<file path="src/rtl/sdhost_pkg.sv">
// Shared constants and field positions for the SD/MMC register front-end.
// Assumes byte addressing with word-aligned registers.
package sdhost_pkg;
    localparam int DATA_W   = 32;
    localparam int ADDR_W   = 6;
    localparam int OPC_W    = 6;
    localparam int CMD_W    = 16;
    localparam int BLK_W    = 11;
    localparam int STAT_W   = 4;
    localparam int RESP_N   = 4;
    localparam int RESP_W   = DATA_W * RESP_N;

    localparam logic [ADDR_W-1:0] OFS_STAT  = 6'h00;
    localparam logic [ADDR_W-1:0] OFS_EN    = 6'h04;
    localparam logic [ADDR_W-1:0] OFS_BUF   = 6'h08;
    localparam logic [ADDR_W-1:0] OFS_CMD   = 6'h0C;
    localparam logic [ADDR_W-1:0] OFS_ARG   = 6'h10;
    localparam logic [ADDR_W-1:0] OFS_RESP0 = 6'h14;
    localparam logic [ADDR_W-1:0] OFS_BLEN  = 6'h24;
    localparam logic [ADDR_W-1:0] OFS_BCNT  = 6'h28;
    localparam logic [ADDR_W-1:0] OFS_CARD  = 6'h2C;

    localparam int ST_CMD  = 0;
    localparam int ST_DATA = 1;
    localparam int ST_CARD = 2;
    localparam int ST_TOUT = 3;

    localparam logic [1:0] RK_NONE = 2'd0;
    localparam logic [1:0] RK_LONG = 2'd2;

    typedef struct packed {
        logic             read_dir;
        logic [1:0]       cls;
        logic             busy_wait;
        logic [1:0]       resp_kind;
        logic             open_drain;
        logic [OPC_W-1:0] opcode;
    } cmd_fields_t;

    // Splits a stored command word into its fields
    function automatic cmd_fields_t unpack_cmd(input logic [CMD_W-1:0] w);
        cmd_fields_t f;
        f.opcode     = w[OPC_W-1:0];
        f.open_drain = w[6];
        f.resp_kind  = w[9:8];
        f.busy_wait  = w[11];
        f.cls        = w[13:12];
        f.read_dir   = w[15];
        return f;
    endfunction
endpackage

</file>
<file path="src/rtl/sdhost_cmd_ctrl.sv">
// Command register, outstanding flag and launch strobe.
// Assumes the engine answers each launch with a done or timeout pulse.
module sdhost_cmd_ctrl
    import sdhost_pkg::*;
(
    input  logic             clk,
    input  logic             rst_n,
    input  logic             wr_cmd,
    input  logic [CMD_W-1:0] wdata,
    input  logic             cmd_done,
    input  logic             cmd_timeout,
    output logic [CMD_W-1:0] cmd_q,
    output logic             busy,
    output logic             launch
);
    // Accept a command only when idle; finish it on done or timeout
    always_ff @(posedge clk) begin
        if (!rst_n) begin
            cmd_q  <= '0;
            busy   <= 1'b0;
            launch <= 1'b0;
        end else begin
            launch <= 1'b0;
            if (wr_cmd && !busy) begin
                cmd_q  <= wdata;
                busy   <= 1'b1;
                launch <= 1'b1;
            end else if (busy && (cmd_done || cmd_timeout)) begin
                busy <= 1'b0;
            end
        end
    end

    AST_LAUNCH_SINGLE: assert property (@(posedge clk) disable iff (!rst_n)
        launch |=> !launch);
    AST_BUSY_HOLDS_CMD: assert property (@(posedge clk) disable iff (!rst_n)
        (busy && wr_cmd) |=> ($stable(cmd_q) && !launch));
    AST_LAUNCH_MARKS_BUSY: assert property (@(posedge clk) disable iff (!rst_n)
        launch |-> busy);
endmodule

</file>
<file path="src/rtl/sdhost_resp_cap.sv">
// Four response words captured from the engine on command completion.
// Assumes the command word still holds the response kind at completion.
module sdhost_resp_cap
    import sdhost_pkg::*;
(
    input  logic              clk,
    input  logic              rst_n,
    input  logic              cmd_done,
    input  logic              cmd_timeout,
    input  logic [1:0]        resp_kind,
    input  logic [RESP_W-1:0] resp_in,
    output logic [RESP_W-1:0] resp_q
);
    logic take;
    assign take = cmd_done && !cmd_timeout && (resp_kind != RK_NONE);

    for (genvar k = 0; k < RESP_N; k++) begin : g_word
        logic cap;
        assign cap = take && ((k == 0) || (resp_kind == RK_LONG));
        // Load this word when its capture condition holds
        always_ff @(posedge clk) begin
            if (!rst_n) resp_q[k*DATA_W +: DATA_W] <= '0;
            else if (cap) resp_q[k*DATA_W +: DATA_W] <= resp_in[k*DATA_W +: DATA_W];
        end
    end

    AST_RESP_QUIET: assert property (@(posedge clk) disable iff (!rst_n)
        !(cmd_done && !cmd_timeout) |=> $stable(resp_q));
    AST_UPPER_LONG_ONLY: assert property (@(posedge clk) disable iff (!rst_n)
        (resp_kind != RK_LONG) |=> $stable(resp_q[RESP_W-1:DATA_W]));
endmodule

</file>
<file path="src/rtl/sdhost_irq_ctrl.sv">
// Sticky interrupt status with write-one-to-clear, enable mask and
// card-detect change tracking. Assumes event inputs are single-cycle pulses.
module sdhost_irq_ctrl
    import sdhost_pkg::*;
(
    input  logic              clk,
    input  logic              rst_n,
    input  logic              wr_stat,
    input  logic              wr_en,
    input  logic [STAT_W-1:0] wdata,
    input  logic              cmd_done,
    input  logic              cmd_timeout,
    input  logic              data_done,
    input  logic              card_present,
    output logic [STAT_W-1:0] status,
    output logic [STAT_W-1:0] enable,
    output logic              irq
);
    logic              present_q;
    logic [STAT_W-1:0] ev_set;
    logic [STAT_W-1:0] clr;

    // Gather this cycle's events; a timeout masks command-complete
    always_comb begin
        ev_set          = '0;
        ev_set[ST_CMD]  = cmd_done && !cmd_timeout;
        ev_set[ST_DATA] = data_done;
        ev_set[ST_CARD] = card_present ^ present_q;
        ev_set[ST_TOUT] = cmd_timeout;
        clr             = wr_stat ? wdata : '0;
    end

    // Update status with set taking priority over clear
    always_ff @(posedge clk) begin
        if (!rst_n) begin
            status    <= '0;
            enable    <= '0;
            present_q <= 1'b0;
        end else begin
            status    <= (status & ~clr) | ev_set;
            present_q <= card_present;
            if (wr_en) enable <= wdata;
        end
    end

    assign irq = |(status & enable);

    AST_TIMEOUT_MASKS_DONE: assert property (@(posedge clk) disable iff (!rst_n)
        (cmd_done && cmd_timeout && !status[ST_CMD] && !wr_stat) |=> !status[ST_CMD]);
    AST_SET_BEATS_CLEAR: assert property (@(posedge clk) disable iff (!rst_n)
        1'b1 |=> ((status & $past(ev_set)) == $past(ev_set)));
    AST_STICKY: assert property (@(posedge clk) disable iff (!rst_n)
        !wr_stat |=> ((status & $past(status)) == $past(status)));
    AST_NO_IRQ_MASKED: assert property (@(posedge clk) disable iff (!rst_n)
        (enable == '0) |-> !irq);
endmodule

</file>
<file path="src/rtl/sdhost_regfront.sv">
// Register and interrupt front-end of an SD/MMC host. Decodes bus accesses,
// holds transfer setup registers, and ties the command, response and
// interrupt sub-blocks together. Assumes a single-cycle write strobe and
// a combinational read path sampled by the bus in the same cycle.
module sdhost_regfront
    import sdhost_pkg::*;
(
    input  logic              clk,
    input  logic              rst_n,
    input  logic [ADDR_W-1:0] bus_addr,
    input  logic              bus_wr,
    input  logic              bus_rd,
    input  logic [DATA_W-1:0] bus_wdata,
    output logic [DATA_W-1:0] bus_rdata,
    output logic              irq,
    output logic              cmd_launch,
    output logic [OPC_W-1:0]  cmd_opcode,
    output logic [1:0]        cmd_resp_kind,
    output logic [1:0]        cmd_class,
    output logic              cmd_open_drain,
    output logic              cmd_busy_wait,
    output logic              cmd_read_dir,
    output logic [DATA_W-1:0] cmd_arg,
    output logic [BLK_W-1:0]  xfer_blk_len,
    output logic [BLK_W-1:0]  xfer_blk_cnt,
    output logic [DATA_W-1:0] xfer_buf_addr,
    input  logic              eng_cmd_done,
    input  logic              eng_cmd_timeout,
    input  logic              eng_data_done,
    input  logic [RESP_W-1:0] eng_resp,
    input  logic              card_present,
    input  logic              card_ro
);
    logic [CMD_W-1:0]  cmd_q;
    logic              busy;
    logic [RESP_W-1:0] resp_q;
    logic [STAT_W-1:0] status;
    logic [STAT_W-1:0] enable;
    cmd_fields_t       fields;

    logic wr_cmd, wr_stat, wr_en;
    assign wr_cmd  = bus_wr && (bus_addr == OFS_CMD);
    assign wr_stat = bus_wr && (bus_addr == OFS_STAT);
    assign wr_en   = bus_wr && (bus_addr == OFS_EN);

    // Plain setup registers written directly from the bus
    always_ff @(posedge clk) begin
        if (!rst_n) begin
            cmd_arg       <= '0;
            xfer_buf_addr <= '0;
            xfer_blk_len  <= '0;
            xfer_blk_cnt  <= '0;
        end else if (bus_wr) begin
            case (bus_addr)
                OFS_ARG:  cmd_arg       <= bus_wdata;
                OFS_BUF:  xfer_buf_addr <= bus_wdata;
                OFS_BLEN: xfer_blk_len  <= bus_wdata[BLK_W-1:0];
                OFS_BCNT: xfer_blk_cnt  <= bus_wdata[BLK_W-1:0];
                default: ;
            endcase
        end
    end

    sdhost_cmd_ctrl u_cmd (
        .clk(clk), .rst_n(rst_n), .wr_cmd(wr_cmd), .wdata(bus_wdata[CMD_W-1:0]),
        .cmd_done(eng_cmd_done), .cmd_timeout(eng_cmd_timeout),
        .cmd_q(cmd_q), .busy(busy), .launch(cmd_launch)
    );

    assign fields         = unpack_cmd(cmd_q);
    assign cmd_opcode     = fields.opcode;
    assign cmd_resp_kind  = fields.resp_kind;
    assign cmd_class      = fields.cls;
    assign cmd_open_drain = fields.open_drain;
    assign cmd_busy_wait  = fields.busy_wait;
    assign cmd_read_dir   = fields.read_dir;

    sdhost_resp_cap u_resp (
        .clk(clk), .rst_n(rst_n), .cmd_done(eng_cmd_done), .cmd_timeout(eng_cmd_timeout),
        .resp_kind(fields.resp_kind), .resp_in(eng_resp), .resp_q(resp_q)
    );

    sdhost_irq_ctrl u_irq (
        .clk(clk), .rst_n(rst_n), .wr_stat(wr_stat), .wr_en(wr_en),
        .wdata(bus_wdata[STAT_W-1:0]), .cmd_done(eng_cmd_done),
        .cmd_timeout(eng_cmd_timeout), .data_done(eng_data_done),
        .card_present(card_present), .status(status), .enable(enable), .irq(irq)
    );

    // Read multiplexer; unknown offsets and idle cycles return zero
    always_comb begin
        bus_rdata = '0;
        if (bus_rd) begin
            case (bus_addr)
                OFS_STAT:  bus_rdata[STAT_W-1:0] = status;
                OFS_EN:    bus_rdata[STAT_W-1:0] = enable;
                OFS_BUF:   bus_rdata = xfer_buf_addr;
                OFS_CMD:   bus_rdata[CMD_W-1:0] = cmd_q;
                OFS_ARG:   bus_rdata = cmd_arg;
                OFS_BLEN:  bus_rdata[BLK_W-1:0] = xfer_blk_len;
                OFS_BCNT:  bus_rdata[BLK_W-1:0] = xfer_blk_cnt;
                OFS_CARD:  bus_rdata = {busy, 29'd0, card_ro, card_present};
                default: begin
                    for (int k = 0; k < RESP_N; k++)
                        if (bus_addr == OFS_RESP0 + ADDR_W'(4 * k))
                            bus_rdata = resp_q[k*DATA_W +: DATA_W];
                end
            endcase
        end
    end

    AST_IRQ_NEEDS_STATUS: assert property (@(posedge clk) disable iff (!rst_n)
        (u_irq.status == '0) |-> !irq);
endmodule

</file>
<file path="config.mk">
export PLATFORM = sky130hd
export DESIGN_NAME = sdhost_regfront
export DESIGN_NICKNAME = d
export VERILOG_FILES = /design/src/rtl/sdhost_pkg.sv /design/src/rtl/sdhost_cmd_ctrl.sv /design/src/rtl/sdhost_resp_cap.sv /design/src/rtl/sdhost_irq_ctrl.sv /design/src/rtl/sdhost_regfront.sv
export SDC_FILE = /design/constraint.sdc
export NUM_CORES = 1
export LEC_CHECK = 0
export BUFFER_PORTS_ARGS = -buffer_cell sky130_fd_sc_hd__buf_2
export CAP_MARGIN = 40
export CORE_ASPECT_RATIO = 0.75
export CORE_MARGIN = 2
export CORE_UTILIZATION = 35
export CTS_CLUSTER_SIZE = 8
export DETAILED_ROUTE_END_ITERATION = 10
export SYNTH_ARGS = -nofsm -noshare
export SYNTH_HDL_FRONTEND = slang
export SYNTH_HIERARCHICAL = 1
export SYNTH_SLANG_ARGS = --single-unit
</file>
<file path="constraint.sdc">
create_clock -name clk -period 6.4 [get_ports clk]
set_clock_uncertainty 0.15 [all_clocks]
set_input_delay 0.96 -clock clk [delete_from_list [all_inputs] [get_ports clk]]
set_output_delay 0.96 -clock clk [all_outputs]
set_load 0.05 [all_outputs]
</file>
# Word-level counts from Yosys, hierarchy flattened
# Cells that the tools add are included.
# word_totals
elab_cells	66
register_bits	241
input_bits	175
out_inout_bits	133
# op_classes
n_eq_ne	12
n_reduce_logical	22
mux	13
n_bitwise	5
# op_table
cell	n
$mux 32	5
$pmux 16 s4	1
$pmux 7 s6	1
$pmux 4 s8	1
$eq 6x5->1 const B	4
$eq 6x6->1 const B	4
$pmux 5 s4	1
$eq 6x4->1 const B	2
$reduce_or 5->1	2
$and 4x4->4	2
$logic_and 1x1->1	8
$reduce_and 2->1	4
$eq 6x3->1 const B	1
$logic_not 6->1	1
$mux 4	1
$not 4->4	1
$or 4x4->4	1
$reduce_bool 2->1	2
$reduce_or 4->1	1
$mux 1	3
$reduce_or 3->1	1
$eq 2x2->1 const B	1
$logic_not 1->1	2
$logic_or 1x1->1	1
$xor 1x1->1	1

# Longest topological paths before layout
# Gate-level depths: netlist of run 1.
# depth
ltp_word	7
mapped_depth	8
mapped_depth_nobuf	5

# Hierarchy
# Netlist of run 1, hierarchy kept.
# modules_own_cells
mod	seq_area_each_um2	cells_each	area_per_inst_um2	n_inst
sdhost_regfront	1721.7	641	5307.6	1
sdhost_resp_cap	2562.5	568	4770.8	1
sdhost_cmd_ctrl	360.3	76	740.7	1
sdhost_irq_ctrl	180.2	32	356.6	1

# Least setup slack after synthesis of run 1
# No wires, ideal clock.
# synth_timing
path_kind	input-to-output
start	input bus_addr[5]
end	output bus_rdata[31]
arrival_ns	3.340
n_path_buf	2
cell_stages	6
setup_slack_ns	1.950
cell_sequence	or4b_1 buf_2 nor3_4 buf_6 a21oi_1 a311oi_1
# synth_between
elab_chain_cells	7
elab_cells_between_ends	19
classes_between	eq/ne: 11; mux: 6; reduce/logical: 2
# synth_rtl
item	line	rtl
from (decl)	sdhost_regfront.sv:10	input logic [ADDR_W-1:0] bus_addr,
$eq 6x5->1	sdhost_regfront.sv:105	if (bus_addr == OFS_RESP0 + ADDR_W'(4 * k))
$mux 32 (4 in a row)	sdhost_regfront.sv:105	
$pmux 16 s4 *	sdhost_regfront.sv:94	case (bus_addr)
$mux 32 *	sdhost_regfront.sv:93	if (bus_rd) begin
to (decl)	sdhost_regfront.sv:14	output logic [DATA_W-1:0] bus_rdata,
# Mark *: on every way between the ends. The rest lies on a longest branch, timed or not.

# Worst setup path in the final report of run 1
# layout_timing
start	input bus_addr[2]
end	output bus_rdata[0]
# layout_between
elab_chain_cells	7
elab_cells_between_ends	18
classes_between	eq/ne: 11; mux: 6; reduce/logical: 1
# layout_rtl
item	line
$eq 6x5->1	sdhost_regfront.sv:105
$mux 32 (4 in a row)	sdhost_regfront.sv:105
$pmux 4 s8 *	sdhost_regfront.sv:94
$mux 32 *	sdhost_regfront.sv:93
# Marks and branches as above.

==> flow_summary.toml, run 1 <==
[status]
status = "complete, no violations"

[power_and_ir_drop]
p_sw_mw = 0.8338
p_per_area_nw_per_um2 = 252.5
ir_drop_uv = 122.9
power.total_mw = 3.464
power.leakage_nw = 5.375
internal_power_mw = 2.630
p_sw_share_pct = 24.08
pwr-share-seq_pct = 43.7
p_clk_share_pct = 48.8
pwr-share-comb_pct = 7.5

[die]
pin_count = 308
start_util_pct = 35.68
die_area_um2 = 33390
die-height_um = 158.8
die_x_um = 210.3
core_area_um2 = 31320
rows = 56

[placement]
place_inst = 1920
place_congestion = 0.8865
dp_hpwl_um = 27520
io_buffers = 307

[timing]
hold_viol = 0
final_max_slew_viol_count = 0
setup_viol = 0
fin_crit_ns = 4.821
tightest_slew_ns = 1.056
fin_setup_tns_ns = 0
rsz0062_at_grt = "no"
finalCritPeriodShare_pct = 75.33
hold_ws_ns = 0.2953
fmax_ghz = 0.2074
slew_headroom_pct = 29.61

[worst_setup_path]
r2r_slack_ns = 4.07
crit_chain = "buf_4 -> buf_4 -> nor2_1 -> and2_1 -> buf_4 -> a221oi_1 -> a211oi_1 -> buf_2"
rr_worst_depth = 4
cp-end-kind = "output port"
critPathLaunchType = "primary input"
cpMostUsedCell = "buf_4"
crit_slowest_cell = "and2_1"
cpPeakStageDelay_ns = 0.71
cp_max_fo = 39
reg2reg_to = "u_resp/resp_q[122]$_SDFFE_PN0P_"
rr_startpoint = "u_cmd/cmd_q[8]$_SDFFE_PN0P_"
cp.arrival_ns = 3.71
cp_data_required_time_ns = 5.29
path_class = "in -> out"

[synth]
ys_ff_latch = 241
synth_cells = 1317
synth_area_um2 = 11180
synth_edf_count = 0
synthTopCellsByArea = "dfxtp_1, nand2_1, a21boi_0"
yosysMostFrequentCell = "nand2_1"
netlist.area_leader.share_pct = 43.17
syn_area_per_cell_um2 = 8.486
yosys.area.top_type = "dfxtp_1"
ys.flop_type = "dfxtp_1"
synthArstFlopShare_pct = 0
yosysUniqueCellTypes = 46
yosys_warnings = 6
yosysSeqAreaShare_pct = 43.17
syn-num-nets = 1492
synth_commonest_cells = "nand2_1, dfxtp_1, nand3_1"

[detailed_routing]
routed-via-count = 10750
wl_um = 40370
drtIter0Drc = 970
ant_nets = 0
first_pass_iters = 5
drc_errors = 0
detail_route.wl_per_cell_um = 20.55
via_per_inst = 5.472

[clock_network]
cts_resized = 0
htreeDepth = 2
clock_path_buffers = 3
numCtsBuffers = 36
insertion_delay_ns = 0.51
post_cts_buffers = 0
cts-root-buf = "clkbuf_16"
holdBufCountCts = 0
cts_tree = "yes"
clk_pin_slew_ns = 0.05
cts_num_sinks = 241

[final_layout]
drive_gt1_share_pct = 27.23
area_growth_pct = 22.75
nets = 1727
final_cells = 1964
fillers = 3185

[hold_path]
worstHoldEndpoint = "u_resp/resp_q[90]$_SDFFE_PN0P_"
min_path_type = "reg -> reg"
hold_depth = 2
hold_start = "u_resp/resp_q[90]$_SDFFE_PN0P_"

[global_route]
antenna_found_initial = 2
grt_pass1_vias = 10410
grt_max_degree = 180
grt_usage_pct = 23.63
grt_pass1_wl_um = 61460
gr-total-overflow = 0

[job]
cap_violations = 0
## stage by stage
stage               worst slack, ns  instance area, µm²  util, %
detailed placement            1.601               12750    40.70
global placement              1.438               12720    40.61
floorplan                     1.950               11180        -
global route                  1.408               13720    43.80
finish                        1.579               13720    43.80
CTS                           1.596               13720    43.79
## placed cells by master (no fill, tap or decap), types with 4 or more instances in the layout
cell and count:
nand2_1 344, buf_2 305, dfxtp_1 241, nand3_1 123
a21boi_0 84, o21ai_0 77, mux2i_1 57, a221oi_1 52
mux2_2 41, clkbuf_16 37, a22o_1 31, nor3_1 20
a211oi_1 20, o21ai_1 20, buf_4 19, a21oi_1 10
a22oi_1 10, nor2b_1 6, and2_1 6, and3_1 6
a21boi_1 6, o21a_1 5, mux4_2 4
## area by class of cell
cell class              instances  area [µm²]  share of cell area [%]
clock inverters                 3       22.52                  0.1642
clock buffers                  40       947.2                   6.904
well taps                     406       508.0                   3.703
multi-input cells             944        5679                   41.40
diodes                          1       2.502                 0.01824
repair buffers                328        1730                   12.61
inverters                       1       3.754                 0.02736
flip-flops and latches        241        4825                   35.17
## state kept, by name, indices dropped and copies added (netlist names)
register,count
xfer_buf_addr,32
u_irq/enable,4
u_cmd/launch,1
u_irq/status,4
xfer_blk_len,11
u_cmd/cmd_q,16
u_irq/present_q,1
xfer_blk_cnt,11
u_cmd/busy,1
cmd_arg,32
u_resp/resp_q,128
## worst max path at each step
stage / depth (start not counted) / end / slack [ns] / startpoint
detailed placement: 8 / bus_rdata[8] / 1.60 / bus_addr[2]
finish: 8 / bus_rdata[0] / 1.58 / bus_addr[2]
global placement: 7 / bus_rdata[8] / 1.44 / bus_addr[5]
global route: 8 / bus_rdata[7] / 1.41 / bus_addr[2]
CTS: 8 / bus_rdata[8] / 1.60 / bus_addr[2]
floorplan: 6 / bus_rdata[31] / 1.95 / bus_addr[5]
## power groups by stage
| stage | Sequential (mW) | Clock, mW | Combinational [mW] |
|---|---|---|---|
| global placement | 1.54 | 0 | 0.254 |
| floorplan | 1.55 | 0 | 0.133 |
| global route | 1.51 | 1.80 | 0.277 |
| CTS | 1.51 | 1.73 | 0.258 |
| detailed placement | 1.54 | 0 | 0.257 |
| finish | 1.51 | 1.69 | 0.259 |
## cells by family after synthesis
kind of cell | Yosys count | share of synthesized area, %
simple gates | 521 | 20.37
compound gates | 320 | 20.13
mux | 102 | 10.04
buf+inv | 132 | 6.214
flops | 241 | 43.17
xor+xnor | 1 | 0.07838
## worst max-delay path: cells and delay by family
family                 cells  cell delay (ns)
buffers and inverters      4             1.31
and+or+nand+nor            2             0.96
AOI/OAI and AO/OA          2             0.44
## routing by layer
| layer | up-vias | share of wire (%) | GRT usage (%) |
|---|---|---|---|
| li1 | 5113 | - | - |
| met1 | 5103 | 44 | 32.13 |
| met2 | 456 | 45 | 37.37 |
| met3 | 73 | 8.2 | 4.648 |
| met4 | 2 | 3.1 | 7.930 |
| met5 | - | 0.032 | 0 |
No activity file was read; power rests on OpenSTA's default activity.
==> run 2: changes to the inputs <==
==> constraint.sdc (replaced) <==
create_clock -name clk -period 4.06 [get_ports clk]
set_clock_uncertainty 0.15 [all_clocks]
set_input_delay 0.609 -clock clk [delete_from_list [all_inputs] [get_ports clk]]
set_output_delay 0.609 -clock clk [all_outputs]
set_load 0.05 [all_outputs]
==> flow_summary.toml, run 2 (same netlist as run 1, synthesis figures left out) <==
[status]
status = "complete, no violations"

[worst_setup_path]
r2r_slack_ns = 2.17
cp.arrival_ns = 2.91
rr_worst_depth = 4
cp_max_fo = 32
critPathLaunch = "bus_addr[2]"
critPathLaunchType = "primary input"
rr_startpoint = "u_cmd/cmd_q[8]$_SDFFE_PN0P_"
cp-endpoint = "bus_rdata[30]"
path_class = "in -> out"
cp-end-kind = "output port"
reg2reg_to = "u_resp/resp_q[126]$_SDFFE_PN0P_"
cp_data_required_time_ns = 3.30

[timing]
setup_viol = 0
fmax_ghz = 0.2724
hold_viol = 0
final_max_slew_viol_count = 0
slew_headroom_pct = 43.69
fin_crit_ns = 3.671
rsz0062_at_grt = "no"
tightest_slew_ns = 0.8429
fin_setup_tns_ns = 0
finalCritPeriodShare_pct = 90.42

[placement]
io_buffers = 307
place_congestion = 0.8549
place_inst = 1932
dp_hpwl_um = 27560
place_area_um2 = 12870

[final_layout]
post-route-util_pct = 44.18
stdcell_area_um2 = 13840
top_regs = "u_resp/resp_q x128, cmd_arg x32, xfer_buf_addr x32"
final_cells = 1976
layout_common_cells = "nand2_1, buf_2, dfxtp_1, nand3_1, a21boi_0"
nets = 1739
top_register = "u_resp/resp_q"
layout_commonest_cell = "nand2_1"
drive_gt1_share_pct = 27.76
largest_reg_flops = 128
area_growth_pct = 23.82

[clock_network]
cts_resized = 0
cts_tree = "yes"
insertion_delay_ns = 0.51
clk_pin_slew_ns = 0.05
holdBufCountCts = 0
post_cts_buffers = 0
cts-root-buf = "clkbuf_16"
cts_num_sinks = 241
numCtsBuffers = 36
htreeDepth = 2
clock_path_buffers = 3

[job]
cap_violations = 0

[global_route]
grt_max_degree = 110
grt_pass1_wl_um = 60050
antenna_found_initial = 6
grt_usage_pct = 23.00
grt_pass1_vias = 10280
gr-total-overflow = 0

[power_and_ir_drop]
power.leakage_nw = 5.446
ir_drop_uv = 316.8
p_per_area_nw_per_um2 = 393.8

[die]
pin_count = 308
die_x_um = 210.3
die_area_um2 = 33390
core_area_um2 = 31320
start_util_pct = 35.68
rows = 56
die-height_um = 158.8

[detailed_routing]
first_pass_iters = 5
ant_nets = 0
detail_route.wl_per_cell_um = 19.93
drc_errors = 0
drtIter0Drc = 826
via_per_inst = 5.436
wl_um = 39390
routed-via-count = 10740

[hold_path]
hold_start = "eng_resp[48]"
min_path_type = "in -> reg"
-- run 2: metrics by stage --
step	hold WS (ns)	setup slack (ns)	total power, mW
after floorplan	0.2749	0.3122	2.654
after global placement	0.2879	0.4487	2.848
after detailed placement	0.2909	0.4366	2.851
after CTS	0.1460	0.4312	5.525
after global routing	0.1535	0.3782	5.649
final	0.1607	0.3888	5.450
-- run 2: area by class of cell --
cell class                 count  area (µm²)
fill                        3168       17480
multi-input combinational    944        5679
sequential                   241        4825
timing repair buffer         340        1859
clock buffer                  38       929.6
tap                          406       508.0
clock inverter                 3       26.28
antenna                        3       7.507
inverter                       1       3.754
-- run 2: report_power, final --
group	leakage [nW]	internal [mW]	switching (mW)	total, mW
sequential	1.94	2.38	0.00750	2.39
clock	0.470	1.61	1.04	2.65
combinational	3.03	0.145	0.272	0.417
total	5.45	4.13	1.32	5.45
-- run 2: worst min-delay path by stage --
stage                                           end  slack (ns)  depth (start not counted)
floorplan            u_resp/resp_q[81]$_SDFFE_PN0P_        0.27                          2
CTS                 u_resp/resp_q[106]$_SDFFE_PN0P_        0.15                          3
detailed placement   u_resp/resp_q[42]$_SDFFE_PN0P_        0.29                          2
global route        u_resp/resp_q[106]$_SDFFE_PN0P_        0.15                          3
finish               u_resp/resp_q[48]$_SDFFE_PN0P_        0.16                          3
global placement     u_resp/resp_q[81]$_SDFFE_PN0P_        0.29                          2
-- run 2: critical path, cell delays in order --
cell and delay, ns:
buf_4 0.25, or3b_2 0.50, and3_1 0.23, buf_4 0.27, a221oi_1 0.69, nor3_1 0.11, buf_2 0.25
-- run 2: layer usage --
layer	GRT usage, %	part of all wire (%)	vias to the layer above
met1	30.18	43	5128
met2	37.61	47	404
met4	7.286	2.3	4
met5	0	0.069	-
met3	4.964	7.5	62
li1	-	-	5143
==> run 3: changes to the inputs <==
--- a/config.mk
+++ b/config.mk
@@ -12,7 +12,9 @@
 export CORE_UTILIZATION = 35
 export CTS_CLUSTER_SIZE = 8
 export DETAILED_ROUTE_END_ITERATION = 10
+export PLACE_DENSITY = 0.54
 export SYNTH_ARGS = -nofsm -noshare
 export SYNTH_HDL_FRONTEND = slang
 export SYNTH_HIERARCHICAL = 1
 export SYNTH_SLANG_ARGS = --single-unit
+export TNS_END_PERCENT = 5
==> constraint.sdc (replaced) <==
create_clock -name clk -period 4.7 [get_ports clk]
set_clock_uncertainty 0.15 [all_clocks]
set_input_delay 0.705 -clock clk [delete_from_list [all_inputs] [get_ports clk]]
set_output_delay 0.705 -clock clk [all_outputs]
set_load 0.05 [all_outputs]
==> flow_summary.toml, run 3 (same netlist as run 1, synthesis figures left out) <==
[status]
status = "complete, no violations"

[timing]
finalCritPeriodShare_pct = 86.14
slew_headroom_pct = 29.70
fin_crit_ns = 4.048
fin_setup_tns_ns = 0
fmax_ghz = 0.2470
setup_viol = 0
hold_viol = 0
tightest_slew_ns = 1.055
rsz0062_at_grt = "no"
final_max_slew_viol_count = 0

[clock_network]
htreeDepth = 2
clock_path_buffers = 3
cts_tree = "yes"
cts_resized = 0
cts-root-buf = "clkbuf_16"
insertion_delay_ns = 0.52
holdBufCountCts = 0
clk_pin_slew_ns = 0.05
cts_num_sinks = 241
numCtsBuffers = 36
post_cts_buffers = 0

[die]
die_x_um = 210.3
start_util_pct = 35.68
pin_count = 308
die-height_um = 158.8
die_area_um2 = 33390
rows = 56
core_area_um2 = 31320

[detailed_routing]
first_pass_iters = 5
drc_errors = 0
wl_um = 41530
drtIter0Drc = 847
ant_nets = 0
routed-via-count = 10670
via_per_inst = 5.419
detail_route.wl_per_cell_um = 21.10

[placement]
place_congestion = 0.8055
dp_hpwl_um = 28380
io_buffers = 307
place_inst = 1926

[final_layout]
layout_common_cells = "nand2_1, buf_2, dfxtp_1, nand3_1, a21boi_0"
top_register = "u_resp/resp_q"
post-route-util_pct = 44.10
top_regs = "u_resp/resp_q x128, cmd_arg x32, xfer_buf_addr x32"
nets = 1733
layout_commonest_cell = "nand2_1"
largest_reg_flops = 128
fillers = 3186
drive_gt1_share_pct = 27.61
area_growth_pct = 23.60
final_cells = 1968

[power_and_ir_drop]
power.leakage_nw = 5.423
p_per_area_nw_per_um2 = 341.2
ir_drop_uv = 212.3

[job]
cap_violations = 0

[global_route]
antenna_found_initial = 1
grt_max_degree = 174
grt_pass1_vias = 10590
gr-total-overflow = 0
grt_pass1_wl_um = 63680
grt_usage_pct = 24.45

[worst_setup_path]
cpMostUsedCell = "buf_4"
cp.arrival_ns = 3.19
cp-end-kind = "output port"
crit_chain = "buf_4 -> buf_4 -> mux2_2 -> a22o_1 -> a221oi_1 -> nor3_1 -> buf_2"
critPathLaunchType = "primary input"
cp_max_fo = 37
path_class = "in -> out"
cp_data_required_time_ns = 3.85
crit_slowest_cell = "a221oi_1"
cpPeakStageDelay_ns = 0.59

[hold_path]
min_path_type = "in -> reg"
run 3: cell type report:
type	count	area, µm²	area share [%]
clock inverter	3	26.28	0.1902
sequential	241	4825	34.93
inverter	1	3.754	0.02717
antenna	1	2.502	0.01812
multi-input combinational	944	5689	41.19
tap	406	508.0	3.678
clock buffer	38	929.6	6.730
timing repair buffer	334	1829	13.24
run 3: worst paths after layout:
| path | start | end | slack [ns] | cells past startpoint |
|---|---|---|---|---|
| worst max-delay path | bus_addr[2] | bus_rdata[29] | 0.65 | 7 |
| worst min-delay path | eng_resp[54] | u_resp/resp_q[54]$_SDFFE_PN0P_ | 0.26 | 3 |
| worst max register to register | u_cmd/cmd_q[9]$_SDFFE_PN0P_ | u_resp/resp_q[97]$_SDFFE_PN0P_ | 2.75 | 5 |
| worst min register to register | u_resp/resp_q[86]$_SDFFE_PN0P_ | u_resp/resp_q[86]$_SDFFE_PN0P_ | 0.30 | 2 |
run 3: power by group:
part / leakage, nW / internal (mW) / total [mW] / switching, mW
sequential: 1.94 / 2.06 / 2.06 / 0.00619
clock: 0.470 / 1.39 / 2.29 / 0.904
combinational: 3.01 / 0.121 / 0.361 / 0.240
run 3: metrics by stage:
stage	hold slack, ns	cell area [µm²]	setup WS [ns]	power (mW)
after floorplan	0.2749	11180	0.7602	2.293
after global placement	0.2861	12780	0.6711	2.463
after detailed placement	0.2909	12850	0.6706	2.464
after CTS	0.2370	13810	0.6713	4.775
after global routing	0.2609	13810	0.5454	4.887
final	0.2556	13810	0.6515	4.713
run 3: per-layer routing:
metal	up-vias	track usage, %	wire, µm
li1	5114	-	-
met1	5103	31.86	18100
met2	380	40.23	19470
met3	68	5.518	2908
met4	0	7.350	1047
met5	-	0	0
run 3: worst max-delay path: cells and delay by family:
kind / cells / cell delay [ns]
buffers and inverters: 3 / 1.18
and+or+nand+nor: 1 / 0.12
muxes: 1 / 0.40
AOI/OAI and AO/OA: 2 / 0.77
